[src/rtl/rr_pkg.sv]
package rr_pkg;
  localparam int BYTE_W    = 8;
  localparam int HDR_BYTES = 4;
  localparam int CNT_W     = 16;

  typedef enum logic [1:0] {
    HB_STATUS = 2'd0,
    HB_LINK   = 2'd1,
    HB_CNT_LO = 2'd2,
    HB_CNT_HI = 2'd3
  } hdr_beat_e;

  typedef struct packed {
    logic [BYTE_W-1:0] status;
    logic [BYTE_W-1:0] link;
    logic [CNT_W-1:0]  count;
  } hdr_t;
endpackage

[src/rtl/rr_page_step.sv]
module rr_page_step #(
  parameter int PAGE_W = 8
) (
  input  logic [PAGE_W-1:0] page_i,
  input  logic [PAGE_W-1:0] start_i,
  input  logic [PAGE_W-1:0] stop_i,
  output logic [PAGE_W-1:0] next_o
);
  logic [PAGE_W-1:0] inc;
  assign inc    = page_i + PAGE_W'(1);
  assign next_o = (inc == stop_i) ? start_i : inc;
endmodule

[src/rtl/rr_frame_track.sv]
module rr_frame_track
  import rr_pkg::*;
#(
  parameter int PAGE_W = 8,
  parameter int OFF_W  = 8,
  localparam int ADDR_W = PAGE_W + OFF_W
) (
  input  logic              clk,
  input  logic              rst_n,
  input  logic [PAGE_W-1:0] pstart_i,
  input  logic [PAGE_W-1:0] pstop_i,
  input  logic [PAGE_W-1:0] bnry_i,
  input  logic [PAGE_W-1:0] curr_i,
  input  logic              mon_i,
  input  logic              halt_i,
  input  logic              flow_en_i,
  input  logic              rx_valid_i,
  input  logic              rx_sof_i,
  input  logic              rx_eof_i,
  input  logic              rx_ok_i,
  output logic              rx_ready_o,
  output logic              pay_valid_o,
  input  logic              pay_ready_i,
  output logic [ADDR_W-1:0] pay_addr_o,
  output logic              commit_o,
  output logic [PAGE_W-1:0] link_o,
  output logic [CNT_W-1:0]  count_o,
  output logic              ev_hit_o,
  output logic              ev_miss_o
);
  logic [ADDR_W-1:0] wp_q;
  logic [CNT_W-1:0]  len_q;
  logic              store_q;
  logic              inframe_q;

  logic              cur_store;
  logic              framed;
  logic              acc;
  logic              last_in_page;
  logic              hit;
  logic [ADDR_W-1:0] cur_addr;
  logic [ADDR_W-1:0] nxt_addr;
  logic [PAGE_W-1:0] link;
  logic [CNT_W-1:0]  len_now;

  // A start marker always opens a fresh frame; storage is decided there.
  assign framed    = rx_sof_i || inframe_q;
  assign cur_store = rx_sof_i ? (!mon_i && !halt_i) : (store_q && inframe_q);
  assign cur_addr  = rx_sof_i ? {curr_i, OFF_W'(HDR_BYTES)} : wp_q;

  rr_page_step #(.PAGE_W(PAGE_W)) u_step (
    .page_i  (cur_addr[ADDR_W-1:OFF_W]),
    .start_i (pstart_i),
    .stop_i  (pstop_i),
    .next_o  (link)
  );

  assign last_in_page = &cur_addr[OFF_W-1:0];
  assign nxt_addr     = last_in_page ? {link, OFF_W'(0)} : cur_addr + ADDR_W'(1);
  assign len_now      = rx_sof_i ? CNT_W'(1) : len_q + CNT_W'(1);

  // Stored bytes wait for the buffer; discarded bytes are taken at once.
  assign rx_ready_o  = flow_en_i && (cur_store ? pay_ready_i : 1'b1);
  assign pay_valid_o = flow_en_i && rx_valid_i && cur_store;
  assign pay_addr_o  = cur_addr;
  assign acc         = rx_valid_i && rx_ready_o;

  // Entering the boundary page, or linking to it, would clobber unread data.
  assign hit = cur_store && (link == bnry_i) && (last_in_page || rx_eof_i);

  assign commit_o  = acc && rx_eof_i && framed && cur_store && !hit && rx_ok_i;
  assign ev_hit_o  = acc && hit;
  assign ev_miss_o = acc && rx_eof_i && framed && (!cur_store || hit);
  assign link_o    = link;
  assign count_o   = len_now + CNT_W'(HDR_BYTES);

  always_ff @(posedge clk) begin
    if (!rst_n) begin
      wp_q      <= '0;
      len_q     <= '0;
      store_q   <= 1'b0;
      inframe_q <= 1'b0;
    end else if (acc && framed) begin
      wp_q      <= nxt_addr;
      len_q     <= len_now;
      store_q   <= cur_store && !hit;
      inframe_q <= !rx_eof_i;
    end
  end
endmodule

[src/rtl/rr_hdr_writer.sv]
module rr_hdr_writer
  import rr_pkg::*;
#(
  parameter int PAGE_W = 8,
  parameter int OFF_W  = 8,
  localparam int ADDR_W = PAGE_W + OFF_W
) (
  input  logic              clk,
  input  logic              rst_n,
  input  logic              start_i,
  input  logic [PAGE_W-1:0] link_i,
  input  logic [BYTE_W-1:0] status_i,
  input  logic [CNT_W-1:0]  count_i,
  input  logic [PAGE_W-1:0] curr_i,
  output logic              busy_o,
  output logic              hv_valid_o,
  input  logic              hv_ready_i,
  output logic [ADDR_W-1:0] hv_addr_o,
  output logic [BYTE_W-1:0] hv_data_o,
  output logic              adv_o,
  output logic [PAGE_W-1:0] link_o
);
  hdr_t      hdr_q;
  hdr_beat_e beat_q;
  logic      busy_q;
  logic      fire;

  assign busy_o     = busy_q;
  assign hv_valid_o = busy_q;
  assign hv_addr_o  = {curr_i, OFF_W'(beat_q)};
  assign fire       = busy_q && hv_ready_i;
  assign adv_o      = fire && (beat_q == HB_CNT_HI);
  assign link_o     = hdr_q.link[PAGE_W-1:0];

  always_comb begin
    unique case (beat_q)
      HB_STATUS: hv_data_o = hdr_q.status;
      HB_LINK:   hv_data_o = hdr_q.link;
      HB_CNT_LO: hv_data_o = hdr_q.count[BYTE_W-1:0];
      default:   hv_data_o = hdr_q.count[CNT_W-1:BYTE_W];
    endcase
  end

  always_ff @(posedge clk) begin
    if (!rst_n) begin
      busy_q <= 1'b0;
      beat_q <= HB_STATUS;
      hdr_q  <= '0;
    end else if (start_i) begin
      busy_q       <= 1'b1;
      beat_q       <= HB_STATUS;
      hdr_q.status <= status_i;
      hdr_q.link   <= BYTE_W'(link_i);
      hdr_q.count  <= count_i;
    end else if (fire) begin
      beat_q <= hdr_beat_e'(beat_q + 2'd1);
      if (beat_q == HB_CNT_HI) busy_q <= 1'b0;
    end
  end
endmodule

[src/rtl/rr_ring_mgr.sv]
module rr_ring_mgr
  import rr_pkg::*;
#(
  parameter int PAGE_W = 8,
  parameter int OFF_W  = 8,
  localparam int ADDR_W = PAGE_W + OFF_W
) (
  input  logic              clk,
  input  logic              rst_n,
  input  logic [PAGE_W-1:0] pstart_i,
  input  logic [PAGE_W-1:0] pstop_i,
  input  logic [PAGE_W-1:0] bnry_i,
  input  logic              mon_mode_i,
  input  logic              rx_valid_i,
  output logic              rx_ready_o,
  input  logic [7:0]        rx_data_i,
  input  logic              rx_sof_i,
  input  logic              rx_eof_i,
  input  logic              rx_ok_i,
  input  logic [7:0]        rx_stat_i,
  output logic              mw_valid_o,
  input  logic              mw_ready_i,
  output logic [ADDR_W-1:0] mw_addr_o,
  output logic [7:0]        mw_data_o,
  output logic [PAGE_W-1:0] curr_o,
  output logic              frame_done_o,
  output logic              missed_o,
  output logic              ovw_o,
  output logic              halt_o
);
  logic [PAGE_W-1:0] curr_q;
  logic [PAGE_W-1:0] bnry_q;
  logic              halt_q;
  logic              done_q;
  logic              miss_q;
  logic              ovw_q;

  logic              busy;
  logic              pay_valid;
  logic [ADDR_W-1:0] pay_addr;
  logic              commit;
  logic [PAGE_W-1:0] trk_link;
  logic [CNT_W-1:0]  trk_count;
  logic              ev_hit;
  logic              ev_miss;
  logic              hv_valid;
  logic [ADDR_W-1:0] hv_addr;
  logic [BYTE_W-1:0] hv_data;
  logic              adv;
  logic [PAGE_W-1:0] hdr_link;

  rr_frame_track #(.PAGE_W(PAGE_W), .OFF_W(OFF_W)) u_track (
    .clk         (clk),
    .rst_n       (rst_n),
    .pstart_i    (pstart_i),
    .pstop_i     (pstop_i),
    .bnry_i      (bnry_i),
    .curr_i      (curr_q),
    .mon_i       (mon_mode_i),
    .halt_i      (halt_q),
    .flow_en_i   (!busy),
    .rx_valid_i  (rx_valid_i),
    .rx_sof_i    (rx_sof_i),
    .rx_eof_i    (rx_eof_i),
    .rx_ok_i     (rx_ok_i),
    .rx_ready_o  (rx_ready_o),
    .pay_valid_o (pay_valid),
    .pay_ready_i (mw_ready_i),
    .pay_addr_o  (pay_addr),
    .commit_o    (commit),
    .link_o      (trk_link),
    .count_o     (trk_count),
    .ev_hit_o    (ev_hit),
    .ev_miss_o   (ev_miss)
  );

  rr_hdr_writer #(.PAGE_W(PAGE_W), .OFF_W(OFF_W)) u_hdr (
    .clk        (clk),
    .rst_n      (rst_n),
    .start_i    (commit),
    .link_i     (trk_link),
    .status_i   (rx_stat_i),
    .count_i    (trk_count),
    .curr_i     (curr_q),
    .busy_o     (busy),
    .hv_valid_o (hv_valid),
    .hv_ready_i (mw_ready_i),
    .hv_addr_o  (hv_addr),
    .hv_data_o  (hv_data),
    .adv_o      (adv),
    .link_o     (hdr_link)
  );

  // One write port shared by payload and header beats; header owns it when busy.
  assign mw_valid_o = busy ? hv_valid : pay_valid;
  assign mw_addr_o  = busy ? hv_addr  : pay_addr;
  assign mw_data_o  = busy ? hv_data  : rx_data_i;

  always_ff @(posedge clk) begin
    if (!rst_n) begin
      curr_q <= pstart_i;
      bnry_q <= bnry_i;
      halt_q <= 1'b0;
      done_q <= 1'b0;
      miss_q <= 1'b0;
      ovw_q  <= 1'b0;
    end else begin
      bnry_q <= bnry_i;
      done_q <= adv;
      miss_q <= ev_miss;
      ovw_q  <= ev_hit;
      if (adv) curr_q <= hdr_link;
      if (ev_hit)                 halt_q <= 1'b1;
      else if (bnry_i != bnry_q)  halt_q <= 1'b0;
    end
  end

  assign curr_o       = curr_q;
  assign frame_done_o = done_q;
  assign missed_o     = miss_q;
  assign ovw_o        = ovw_q;
  assign halt_o       = halt_q;
endmodule

[config.mk]
export PLATFORM = sky130hd
export DESIGN_NAME = rr_ring_mgr
export DESIGN_NICKNAME = d
export VERILOG_FILES = /design/src/rtl/rr_pkg.sv /design/src/rtl/rr_page_step.sv /design/src/rtl/rr_frame_track.sv /design/src/rtl/rr_hdr_writer.sv /design/src/rtl/rr_ring_mgr.sv
export SDC_FILE = /design/constraint.sdc
export NUM_CORES = 1
export LEC_CHECK = 0
export ABC_AREA = 0
export BUFFER_PORTS_ARGS = -buffer_cell sky130_fd_sc_hd__buf_4
export CAP_MARGIN = 20
export CELL_PAD_IN_SITES_DETAIL_PLACEMENT = 0
export CELL_PAD_IN_SITES_GLOBAL_PLACEMENT = 1
export CORE_UTILIZATION = 46
export DETAILED_ROUTE_END_ITERATION = 7
export PLACE_DENSITY = 0.9
export RECOVER_POWER = 100
export SLEW_MARGIN = 5
export SYNTH_ARGS = -nofsm -noshare
export SYNTH_HDL_FRONTEND = slang
export SYNTH_SLANG_ARGS = --single-unit
[constraint.sdc]
create_clock -name clk -period 11.81 [get_ports clk]
set_input_delay 1.181 -clock clk [delete_from_list [all_inputs] [get_ports clk]]
set_output_delay 1.181 -clock clk [all_outputs]
set_load 0.02 [all_outputs]
After elaboration in Yosys (flattened, before gate mapping)
Cells that the tools add are included.
Operators by class
  add/sub/neg operators: 5
  eq/ne operators: 7
  multiplexer cells: 17
  bitwise logic cells: 1
  reduce and logical (&&, ||, !) cells: 35
Operators with widths (number)
  16-bit 2-to-1 mux: 4
  16-bit by 1-bit adder with 16-bit output, second input constant: 2
  8-bit 2-to-1 mux: 4
  8-bit case mux with 3 select lines: 1
  1-bit logical AND: 19
  16-bit by 3-bit adder with 16-bit output, second input constant: 1
  8-bit equality test: 2
  8-bit by 1-bit adder with 8-bit output, second input constant: 1
  1-bit 2-to-1 mux: 8
  8-bit != test: 1
  8-bit AND reduction: 1
  1-bit zero test: 6
  2-bit nonzero test: 3
  2-bit equality test, second input constant: 2
  1-bit logical OR: 3
  2-bit by 1-bit adder with 2-bit output, second input constant: 1
  2-bit by 1-bit equality test with 1-bit output, second input constant: 1
  2-bit zero test: 1
  2-bit by 1-bit != test with 1-bit output, second input constant: 1
  2-bit AND reduction: 1
  2-bit OR reduction: 1
  1-bit NOT: 1
Word-level totals
  register bits after elaboration: 89
  input port bits: 48
  output and inout bits: 38
  logic and storage cells: 80

Depth between registers and ports, before layout
  depth after elaboration: 13
  gate-level depth with buffers: 18
  mapped depth without buffers: 12

Modules after synthesis
From an unflattened synthesis, not the netlist that was laid out.
Unflattened totals
  cell total of the unflattened synthesis: 672
  area total of the unflattened synthesis: 6219.7 um2
By module, submodules not included
  rr_frame_track: instances 1, cells each 378, area an instance 2889.0 um2, seq. area each 680.7 um2
  rr_hdr_writer: instances 1, cells each 175, area an instance 1844.3 um2, seq. area each 700.7 um2
  rr_ring_mgr: instances 1, cells each 74, area an instance 1093.5 um2, seq. area each 480.5 um2
  rr_page_step: instances 1, cells each 45, area an instance 392.9 um2, seq. area each 0.0 um2

Least setup slack after synthesis
Ideal clock, no wire load.
  path kind: input to register
  start point: in rx_sof_i
  end point: reg u_hdr.hdr_q[10] (netlist bit)
  library setup time: 72 ps
  data arrival time: 5419 ps
  required time: 11738 ps
  path slack: 6319 ps
  stages on the path: 18
  buffers on the path: 6
  cell sequence: buf_2 -> buf_1 -> clkbuf_1 -> buf_1 -> clkbuf_1 -> nand2_1 -> o21ai_0 -> ha_1 -> nand4b_1 -> a22oi_1 -> xnor2_1 -> a2111oi_0 -> nor3b_1 -> a2111oi_1 -> nand4b_1 -> o21ai_4 -> buf_6 -> mux2i_1
Between the ends
  cells in the longest elaborated chain, start to end: 10
  elaborated cells between the ends (all ways): 22
  classes of those cells: 2 x add/sub; 2 x eq/ne; 5 x mux; 13 x reduce/logical
RTL lines
  start: declaration: RTL line rr_ring_mgr.sv:17  | input logic rx_sof_i,
  16-bit 2-to-1 mux: RTL line rr_frame_track.sv:49  | assign cur_addr = rx_sof_i ? {curr_i, OFF_W'(HDR_BYTES)} : wp_q;
  8-bit by 1-bit adder with 8-bit output: RTL line rr_page_step.sv:10  | assign inc = page_i + PAGE_W'(1);
  8-bit equality test: RTL line rr_page_step.sv:11  | assign next_o = (inc == stop_i) ? start_i : inc;
  8-bit 2-to-1 mux: RTL line rr_page_step.sv:11
  8-bit equality test: RTL line rr_frame_track.sv:69  | assign hit = cur_store && (link == bnry_i) && (last_in_page || rx_eof_i);
  1-bit logical AND (2 in series): RTL line rr_frame_track.sv:69
  1-bit zero test: RTL line rr_frame_track.sv:71  | assign commit_o = acc && rx_eof_i && framed && cur_store && !hit && rx_ok_i;
  1-bit logical AND (2 in series): RTL line rr_frame_track.sv:71
  end: declaration: RTL line rr_hdr_writer.sv:23  | hdr_t hdr_q;
Parallel ways exist; a longest one is shown, timed or not.
A chain may end at the register's enable or synchronous reset.

Final worst setup path
  start point: in rx_sof_i
  end point: reg u_hdr.hdr_q[2] (netlist bit)
Same word-level chain as after synthesis.

==> flow_summary.ini <==
[power]
totalPowerFinal_uw = 714
power_density_mw_per_mm2 = 111
power.leakage_nw = 2.45
vdd_drop_max_mv = 0.0800

[final_layout]
final_common_cell = nand2_1
finalNetCount = 803
fin_cells = 919
layout_common_cells = nand2_1 (131), dfxtp_1 (81), buf_4 (50)
drive_above_1_share = 0.111
fin_util = 0.533
diodes = 0
syn_to_final_growth_pct = 12.8

[clocking]
cts_hold_repair.buffers = 0
cts.sinks = 89
post-cts-setup-buffers = 0
ctsResizeCount = 0
cts_tree = done
cts.path.max_buffers = 2
path_clk_slew_ps = 60
root_buffer = clkbuf_16
htreeDepth = 3
cts_inserted_buffers = 9
clk-insertion-delay-late_ps = 350

[worst_hold_path]
holdPathStages = 2
min_from = u_hdr.hdr_q[27]
hp-class = reg2reg

[sta]
setup_viol = 0
finalCritPeriodShare = 0.683
rsz0062_at_grt = no
maxSlewHeadroom = -1.01
report.final.slew_viol_count = 144
fmax_ghz = 0.124
hold_viol_final = 0
fin_setup_tns_ps = 0
worstMarginPinSlew_ps = 3020
hold_ws_ps = 462
finalCriticalPeriod_ps = 8060
skew_ps = 14.1

[worst_setup_path]
r2r-start = u_track.wp_q[8]
cp-startpoint = rx_sof_i
ff2ff_path_depth = 12
critical_path_required_ps = 11990
critical_path_class = in2reg
cp_cell_sequence = clkbuf_1 > mux2i_1 > inv_1 > ha_1 > nand4_1 > a22oi_1 > xnor2_1 > a2111oi_0 > nand3_1 > a2111oi_0 > nand4b_1 > o21a_1 > mux2i_1
startpoint_type = input port
cp_slowest_stage_delay_ps = 1850
slowest_stage = clkbuf_1
worst-path-max-fanout = 65
worst-endpoint-arrival_ps = 8240
worstSetupEndpointType = register

[global_route]
grt_pass1_wl_um = 25000
grt_use_total = 0.252
grt_pass1_vias = 4864
antenna_found_initial = 0
globalRoute.totalOverflow = 0
grt_max_degree = 78

[logic_synthesis]
synth_area_per_cell_um2 = 8.20
netlist_area_mm2 = 0.00570
seq_area_frac_synth = 0.327
synth_nets = 752
synth_compound_area_frac = 0.148
ys_dominant_reg_cell = dfxtp_1
async_flop_share = 0
ys_types = 64
synth_mux_area_frac = 0.112
netlist_instances = 695
synthXorXnorAreaFrac = 0.0986
ys_ff_latch = 89
synth_top_family_by_area = simple AND/OR/NAND/NOR gates
synth_edf_count = 8
synthSimpleGateAreaFrac = 0.238
yosys_warnings = 0
yosys.area_share.adder = 0.0198

[floorplanning]
start_util = 0.472
fp.dieArea_mm2 = 0.0128
coreArea_mm2 = 0.0121
fp-row-count = 40
dieWidth_um = 113
ioPinCount = 86
die_y_um = 113

[route]
drt_iter0_markers = 493
finalWirelength_um = 15700
vias = 5214
antenna_left = 0
drcViolationCount = 0
firstDrtPassIters = 5
vias_per_cell = 5.67
wl_per_cell_um = 17.1

[place]
placed_cells_incl_taps = 903
place_congestion = 0.873
dpl.hpwl_um = 11600
io_buffers = 85

[run_status]
status = complete, but fails checks
failed_checks = max-capacitance violations, max-slew violations

[run]
maxCapViolations = 2
-- final cells by class --
cell class,count,area (um2)
clock buffers,12,246
well taps,168,210
flip-flops and latches,89,1860
repair buffers,87,514
fillers,1167,5630
multi-input cells,539,3480
inverters,20,75.1
clock inverters,4,45.0
-- Yosys cell counts (2+ instances only) --
library cell | instances | area share
o21ai_1 | 2 | 0.0018
clkbuf_1 | 31 | 0.020
buf_4 | 9 | 0.012
a2111o_1 | 2 | 0.0040
o21a_1 | 5 | 0.0066
and4_1 | 3 | 0.0046
nand4_1 | 15 | 0.016
nor2_1 | 45 | 0.030
mux2i_1 | 40 | 0.070
xnor3_1 | 3 | 0.012
nand2b_1 | 5 | 0.0055
a222oi_1 | 9 | 0.016
mux2_2 | 21 | 0.042
inv_2 | 2 | 0.0013
and2_1 | 5 | 0.0055
xnor2_1 | 32 | 0.049
nand3_1 | 24 | 0.021
a31oi_1 | 2 | 0.0022
xor3_1 | 2 | 0.0083
a311oi_1 | 2 | 0.0031
xor2_1 | 19 | 0.029
o211a_1 | 2 | 0.0035
dfxtp_1 | 81 | 0.28
buf_12 | 2 | 0.0070
nor4_1 | 7 | 0.0077
or3_1 | 4 | 0.0044
nand2_1 | 131 | 0.086
inv_1 | 18 | 0.012
o31ai_1 | 2 | 0.0026
nand4b_1 | 4 | 0.0061
a21o_1 | 2 | 0.0026
o21ai_0 | 45 | 0.040
nor3_1 | 11 | 0.0097
edfxtp_1 | 8 | 0.042
nor3b_1 | 4 | 0.0053
ha_1 | 9 | 0.020
a22oi_1 | 2 | 0.0026
nor3_2 | 2 | 0.0035
nor2b_1 | 6 | 0.0066
and3_1 | 7 | 0.0077
nand3b_1 | 4 | 0.0053
a211oi_1 | 5 | 0.0066
a21oi_1 | 38 | 0.033
buf_1 | 3 | 0.0020
-- stage by stage --
step | setup WS [ps] | area (um2)
6_report | 3750 | 6430
5_1_grt | 3100 | 6430
4_1_cts | 6480 | 6610
3_5_place_dp | 6170 | 6310
3_3_place_gp | 6460 | 6310
2_1_floorplan | 6320 | 5700
-- worst max-delay path: cells and delay by family --
family                   cells  cell delay, ps
AO/OA/AOI/OAI                4            2910
adder cells (fa/ha/maj)      1             310
buffers and inverters        2            2120
XOR/XNOR                     1             200
multiplexers                 2             820
AND/OR/NAND/NOR              3             680
-- metal layers --
metal / track usage / part of all wire / vias up
li1: - / - / 2540
met1: 0.351 / 0.46 / 2477
met2: 0.388 / 0.46 / 169
met3: 0.0434 / 0.059 / 28
met4: 0.0982 / 0.023 / 0
met5: 0 / 0 / -
-- sequential cells by signal, summed over array words and instances (netlist names) --
register and flops:
bnry_q 8, curr_o 8, frame_done_o 1, halt_o 1, missed_o 1, ovw_o 1, u_hdr.beat_q 2, u_hdr.busy_o 1
u_hdr.hdr_q 24, u_hdr.link_o 8, u_track.inframe_q 1, u_track.len_q 16, u_track.store_q 1, u_track.wp_q 16
-- final timing paths --
check,endpoint,slack [ps]
setup / recovery,u_hdr.hdr_q[2],3750
hold / removal,u_hdr.hdr_q[27],460
setup reg to reg,u_hdr.hdr_q[2],6300
hold reg to reg,u_hdr.hdr_q[27],460
-- power breakdown --
group	internal, mW	switching (mW)	leakage, nW	total [mW]
logic	0.0425	0.0666	1.56	0.109
registers	0.312	0.00856	0.739	0.320
clock network	0.169	0.115	0.146	0.284
total	0.523	0.191	2.45	0.714
-- cells by family after synthesis --
logic type,Yosys count
AO/OA/AOI/OAI,130
XOR/XNOR,56
adder cells (fa/ha/maj),9
buffers and inverters,67
flip-flops,89
multiplexers,61
AND/OR/NAND/NOR,283
(Power assumes the default switching activity.)
